### src/rtl/vls_pkg.sv
package vls_pkg;
  localparam logic [1:0] FORM_MULTI = 2'd0;
  localparam logic [1:0] FORM_LANE  = 2'd1;
  localparam logic [1:0] FORM_REPL  = 2'd2;
  localparam logic [4:0] CLASS_TAG  = 5'b00110;
endpackage

### src/rtl/vls_fields.sv
module vls_fields #(
  parameter int IW = 32,
  parameter int RW = 5
) (
  input  logic [IW-1:0] instr,
  output logic          handled,
  output logic          single,
  output logic          load,
  output logic          post,
  output logic          qbit,
  output logic          b21,
  output logic [3:0]    opc,
  output logic [1:0]    sz,
  output logic [RW-1:0] rm,
  output logic [RW-1:0] base,
  output logic [RW-1:0] vreg,
  output logic          post_imm,
  output logic          post_bad
);
  import vls_pkg::*;
  localparam logic [RW-1:0] RM_IMM = '1;

  always_comb begin
    handled  = (instr[31] == 1'b0) && (instr[29:25] == CLASS_TAG);
    qbit     = instr[30];
    single   = instr[24];
    post     = instr[23];
    load     = instr[22];
    b21      = instr[21];
    rm       = instr[20:16];
    opc      = instr[15:12];
    sz       = instr[11:10];
    base     = instr[9:5];
    vreg     = instr[4:0];
    post_imm = post && (rm == RM_IMM);
    post_bad = !post && (rm != '0);
  end
endmodule

### src/rtl/vls_lane_decode.sv
module vls_lane_decode #(
  parameter int LW = 4
) (
  input  logic [3:0]    opc,
  input  logic [1:0]    sz,
  input  logic          qbit,
  input  logic          load,
  output logic          repl,
  output logic [1:0]    esize,
  output logic [LW-1:0] lane,
  output logic          bad
);
  logic sbit;
  assign sbit = opc[0];

  always_comb begin
    repl  = 1'b0;
    esize = 2'd0;
    lane  = '0;
    bad   = 1'b0;
    case (opc[3:2])
      2'd0: begin
        esize = 2'd0;
        lane  = LW'({qbit, sbit, sz});
      end
      2'd1: begin
        esize = 2'd1;
        lane  = LW'({qbit, sbit, sz[1]});
        bad   = sz[0];
      end
      2'd2: begin
        if (sz[0] == 1'b0) begin
          esize = 2'd2;
          lane  = LW'({qbit, sbit});
        end else begin
          esize = 2'd3;
          lane  = LW'(qbit);
          bad   = sbit;
        end
        if (sz[1]) bad = 1'b1;
      end
      default: begin
        case (opc[1:0])
          2'b00, 2'b10: begin
            repl  = 1'b1;
            esize = sz;
            bad   = !load;
          end
          default: bad = 1'b1;
        endcase
      end
    endcase
  end
endmodule

### src/rtl/vls_multi_decode.sv
module vls_multi_decode #(
  parameter int CW = 3
) (
  input  logic [3:0]    opc,
  input  logic          b21,
  output logic [CW-1:0] cnt,
  output logic          bad
);
  always_comb begin
    cnt = CW'(1);
    bad = b21;
    case (opc)
      4'd0, 4'd2:  cnt = CW'(4);
      4'd4, 4'd6:  cnt = CW'(3);
      4'd8, 4'd10: cnt = CW'(2);
      4'd7:        cnt = CW'(1);
      default:     bad = 1'b1;
    endcase
  end
endmodule

### src/rtl/vls_postinc.sv
module vls_postinc #(
  parameter int CW  = 3,
  parameter int IBW = 7
) (
  input  logic          single,
  input  logic          qbit,
  input  logic          enable,
  input  logic [CW-1:0] cnt,
  input  logic [1:0]    esize,
  output logic [IBW-1:0] inc
);
  logic [2:0] shamt;

  always_comb begin
    shamt = single ? {1'b0, esize} : (3'd3 + {2'b00, qbit});
    inc   = enable ? (IBW'(cnt) << shamt) : '0;
  end
endmodule

### src/rtl/vls_decoder.sv
module vls_decoder #(
  parameter int IW  = 32,
  parameter int RW  = 5,
  parameter int LW  = 4,
  parameter int CW  = 3,
  parameter int IBW = 7
) (
  input  logic           clk,
  input  logic           rst,
  input  logic [IW-1:0]  instr_i,
  output logic           handled_o,
  output logic           unalloc_o,
  output logic           xfer_en_o,
  output logic [1:0]     form_o,
  output logic           load_o,
  output logic           post_o,
  output logic           post_imm_o,
  output logic [RW-1:0]  post_rm_o,
  output logic [RW-1:0]  base_o,
  output logic [RW-1:0]  vreg_o,
  output logic [CW-1:0]  cnt_o,
  output logic [1:0]     esize_o,
  output logic [LW-1:0]  lane_o,
  output logic [IBW-1:0] inc_o
);
  import vls_pkg::*;

  logic          handled_c, single_c, load_c, post_c, qbit_c, b21_c;
  logic [3:0]    opc_c;
  logic [1:0]    sz_c;
  logic [RW-1:0] rm_c, base_c, vreg_c;
  logic          pimm_raw, post_bad_c;

  vls_fields #(.IW(IW), .RW(RW)) u_fields (
    .instr(instr_i), .handled(handled_c), .single(single_c), .load(load_c),
    .post(post_c), .qbit(qbit_c), .b21(b21_c), .opc(opc_c), .sz(sz_c),
    .rm(rm_c), .base(base_c), .vreg(vreg_c), .post_imm(pimm_raw),
    .post_bad(post_bad_c)
  );

  logic          repl_c, lane_bad_c;
  logic [1:0]    lane_esize_c;
  logic [LW-1:0] lane_c;

  vls_lane_decode #(.LW(LW)) u_lane (
    .opc(opc_c), .sz(sz_c), .qbit(qbit_c), .load(load_c),
    .repl(repl_c), .esize(lane_esize_c), .lane(lane_c), .bad(lane_bad_c)
  );

  logic [CW-1:0] multi_cnt_c;
  logic          multi_bad_c;

  vls_multi_decode #(.CW(CW)) u_multi (
    .opc(opc_c), .b21(b21_c), .cnt(multi_cnt_c), .bad(multi_bad_c)
  );

  logic          unalloc_c, xfer_c, pimm_c;
  logic [1:0]    form_c, esize_c;
  logic [CW-1:0] cnt_c;
  logic [LW-1:0] lane_sel_c;
  logic [IBW-1:0] inc_c;

  always_comb begin
    unalloc_c = handled_c &&
                (post_bad_c || (single_c ? lane_bad_c : multi_bad_c));
    xfer_c    = handled_c && !unalloc_c;
    pimm_c    = handled_c && pimm_raw;
    if (!single_c)   form_c = FORM_MULTI;
    else if (repl_c) form_c = FORM_REPL;
    else             form_c = FORM_LANE;
    cnt_c      = single_c ? (CW'({opc_c[1], b21_c}) + CW'(1)) : multi_cnt_c;
    esize_c    = single_c ? lane_esize_c : sz_c;
    lane_sel_c = (single_c && !repl_c) ? lane_c : '0;
  end

  vls_postinc #(.CW(CW), .IBW(IBW)) u_inc (
    .single(single_c), .qbit(qbit_c), .enable(xfer_c && pimm_c),
    .cnt(cnt_c), .esize(esize_c), .inc(inc_c)
  );

  always_ff @(posedge clk) begin
    if (rst) begin
      handled_o  <= 1'b0;
      unalloc_o  <= 1'b0;
      xfer_en_o  <= 1'b0;
      form_o     <= FORM_MULTI;
      load_o     <= 1'b0;
      post_o     <= 1'b0;
      post_imm_o <= 1'b0;
      post_rm_o  <= '0;
      base_o     <= '0;
      vreg_o     <= '0;
      cnt_o      <= '0;
      esize_o    <= '0;
      lane_o     <= '0;
      inc_o      <= '0;
    end else begin
      handled_o  <= handled_c;
      unalloc_o  <= unalloc_c;
      xfer_en_o  <= xfer_c;
      form_o     <= form_c;
      load_o     <= load_c;
      post_o     <= post_c;
      post_imm_o <= pimm_c;
      post_rm_o  <= rm_c;
      base_o     <= base_c;
      vreg_o     <= vreg_c;
      cnt_o      <= cnt_c;
      esize_o    <= esize_c;
      lane_o     <= lane_sel_c;
      inc_o      <= inc_c;
    end
  end

  p_xfer_legal_r12: assert property (@(posedge clk) disable iff (rst)
    xfer_en_o |-> (handled_o && !unalloc_o));
  p_unalloc_class_r1: assert property (@(posedge clk) disable iff (rst)
    unalloc_o |-> handled_o);
  p_cnt_range_r3: assert property (@(posedge clk) disable iff (rst)
    xfer_en_o |-> (cnt_o >= CW'(1) && cnt_o <= CW'(4)));
  p_lane_zero_r7: assert property (@(posedge clk) disable iff (rst)
    (xfer_en_o && form_o != FORM_LANE) |-> (lane_o == '0));
  p_repl_load_r7: assert property (@(posedge clk) disable iff (rst)
    (xfer_en_o && form_o == FORM_REPL) |-> load_o);
  p_inc_gate_r11: assert property (@(posedge clk) disable iff (rst)
    !post_imm_o |-> (inc_o == '0));
  p_noform_r2: assert property (@(posedge clk) disable iff (rst)
    xfer_en_o |-> (form_o != 2'd3));
endmodule

### config.mk
export PLATFORM = sky130hd
export DESIGN_NAME = vls_decoder
export DESIGN_NICKNAME = d
export VERILOG_FILES = /design/src/rtl/vls_pkg.sv /design/src/rtl/vls_fields.sv /design/src/rtl/vls_lane_decode.sv /design/src/rtl/vls_multi_decode.sv /design/src/rtl/vls_postinc.sv /design/src/rtl/vls_decoder.sv
export SDC_FILE = /design/constraint.sdc
export NUM_CORES = 1
export LEC_CHECK = 0
export BUFFER_PORTS_ARGS = -buffer_cell sky130_fd_sc_hd__buf_2
export CORE_MARGIN = 1.5
export CORE_UTILIZATION = 45
export CTS_CLUSTER_DIAMETER = 150
export DETAILED_ROUTE_END_ITERATION = 10
export PLACE_DENSITY_LB_ADDON = 0.15
export RECOVER_POWER = 100
export SLEW_MARGIN = 30
export SYNTH_ARGS = -nofsm -noshare
export SYNTH_HDL_FRONTEND = slang
export SYNTH_SLANG_ARGS = --single-unit
### constraint.sdc
create_clock -name clk -period 1.3 [get_ports clk]
set_input_delay 0 -clock clk [delete_from_list [all_inputs] [get_ports clk]]
set_output_delay 0 -clock clk [all_outputs]
set_load 0.02 [all_outputs]
==> flow_summary.ini <==
[run_status]
status = complete, no violations

[critical_path]
crit_buf_inv = 2
path_class = in2reg
worst-endpoint-arrival_ps = 1540
slowest_delay_ps = 540
critPathLaunchType = input pin
crit_start = instr_i[16]
worstPathRequired_ps = 1590
path_delay_family = simple AND/OR/NAND/NOR gates
end_kind = flop
path_cells = dlygate4sd3_1 > clkbuf_2 > or4_1 > nor2_1 > o21a_1 > and2_1
crit_path_top_delay_cell = dlygate4sd3_1
worstPathMaxFanout = 3

[sta]
timing.final.crit_share_pct = 96.4
worst_pin_slew_ps = 528
hold_viol_final = 0
worst_slack_ps = 47.2
rsz0062_at_grt = false
setup_viol = 0
timing.final.max_slew_violations = 0
fin_crit_ps = 1250
finalSetupTns_ps = 0
max_clock_freq_mhz = 798
whs_ps = 15.0
timing.max_slew.rel_slack_pct = 64.8

[power_and_ir_drop]
p_leak_nw = 0.985
ir_worst_vdd_uv = 559
fin_total_pwr_mw = 2.50
power_density_mw_per_mm2 = 1070

[clock_tree]
cts-root-buf = clkbuf_4
htreeDepth = 2
cts_tree = built
post_cts_buffers = 0
cts_max_path_buffers = 2
cts_made_buffers = 5
clk_pin_slew_ps = 120
cts_sinks = 39

[finish]
layout_common_cells = clkbuf_1 (40), dfxtp_1 (39), buf_2 (30)
area_growth_pct = 51.4
drive_gt1_share_pct = 27.2
final_util_pct = 70.8
fill_cells = 274
final_area_sq_mm = 0.00234
final_common_cell = clkbuf_1
antenna_cells = 0
stdcell_count = 311
nets = 299

[synth]
synthFlopType = dfxtp_1
avgSynthCellArea_sq_um = 10.2
ys_warn_count = 0
synth-seq-area-share_pct = 50.4
synth_nets = 187
syn_area_sq_mm = 0.00155
synthArstFlopShare_pct = 0
yosys.area.top_type = dfxtp_1
yosysTopAreaCellShare_pct = 50.4
ys_ff_latch = 39
synth-edff-count = 0
synthTopCellsByArea = dfxtp_1 (50%), nor2b_1 (8.1%), nor2_1 (4.1%)
netlist_instances = 152
ys_types = 42

[min_path]
min-delay-start = instr_i[28]
min_to = post_imm_o
hold_depth = 4
hold_class = in2reg

[floorplanning]
ios = 73
core_area_sq_mm = 0.00331
die_y_um = 61.7
initial_utilization_pct = 46.8
die_w_um = 61.7
rows = 21
die_area_sq_mm = 0.00380

[global_route]
grt_pass1_wl_um = 5380
grt_overflow_total = 0
antenna_found_initial = 0
grt_use_total_pct = 19.4
grt_pass1_vias = 1315
grt_max_degree = 15

[job]
cap_violations = 0

[placement]
dp_slack_ps = -21.3
hpwlAfterDp_um = 2560
gp_congestion = 0.818
io_buffers = 72
postPlaceCellArea_sq_mm = 0.00206
dp_cells = 281

[detailed_routing]
vias = 1480
vias_per_cell = 4.76
wl_per_cell_um = 12.1
ant_nets = 0
routed_wl_um = 3760
drtPass1Iterations = 4
remaining_drc_errors = 0
first_iter_violations = 40
## report_power, final
| part | switching (mW) | internal [mW] | leakage, nW |
|---|---|---|---|
| Sequential | 0.0102 | 1.24 | 0.321 |
| Combinational | 0.255 | 0.220 | 0.619 |
| Clock | 0.376 | 0.405 | 0.0452 |
## cells by family (layout without fill, tap and decap cells)
family / Yosys count / after routing / share of synthesized area [%]
adders and majority gates: 1 / 1 / 0.808
DFF: 39 / 39 / 50.4
muxes: 4 / 4 / 2.58
xor gates and xnor gates: 1 / 1 / 0.566
AOI/OAI and AO/OA: 27 / 27 / 14.9
buffers and inverters: 12 / 125 / 4.36
and+or+nand+nor: 68 / 68 / 26.3
## registers in the layout (all words and copies together), names as in the netlist
| register | count |
|---|---|
| inc_o | 7 |
| base_o | 5 |
| post_rm_o | 5 |
| vreg_o | 5 |
| lane_o | 4 |
| cnt_o | 3 |
| esize_o | 2 |
| form_o | 2 |
| handled_o | 1 |
| load_o | 1 |
| post_imm_o | 1 |
| post_o | 1 |
| unalloc_o | 1 |
| xfer_en_o | 1 |
## layout make-up
| type | count | area (sq um) | share of cell area [%] |
|---|---|---|---|
| multi-input cells | 101 | 728 | 31.1 |
| well taps | 46 | 57.6 | 2.45 |
| clock inverters | 3 | 43.8 | 1.87 |
| repair buffers | 114 | 683 | 29.1 |
| inverters | 3 | 13.8 | 0.587 |
| clock buffers | 5 | 37.5 | 1.60 |
| flip-flops and latches | 39 | 781 | 33.3 |
## how the worst max path moves through the flow
stage                           end  slack [ps]  cells past startpoint
after floorplan            inc_o[0]         120                      6
after global placement     inc_o[0]          20                      6
after detailed placement   inc_o[0]         -20                      6
after CTS                  inc_o[2]          40                      7
after global routing       inc_o[0]           6                      7
final                     xfer_en_o          50                      6
## routing by layer
metal | routed length [um] | share of wire, % | vias to the layer above | GRT usage (%)
met5 | 0 | 0 | - | 0
met4 | 57 | 1.5 | 0 | 7.60
met3 | 223 | 5.9 | 6 | 5.88
met2 | 1880 | 50 | 42 | 34.6
met1 | 1600 | 42 | 685 | 21.4
li1 | - | - | 747 | -
## Yosys cell counts, types with 2 or more instances
master	number
nor2_1	17
mux2i_1	4
nand3b_1	2
nor4b_1	2
a31oi_1	4
nor2b_1	20
o21ai_0	5
inv_1	2
dfxtp_1	39
buf_4	2
clkbuf_1	2
buf_2	4
nor3_1	4
nand2_1	8
a21oi_1	5
nand3_1	3
nand2b_1	3
a32oi_1	2
## what timing repair did
action	4_1_cts	5_1_grt
resized for setup	0	5
endpoints found under the setup margin	0	5
hold endpoints to repair	22	1
hold buffers	21	2
Note: power is estimated with default switching activity, not from simulation.
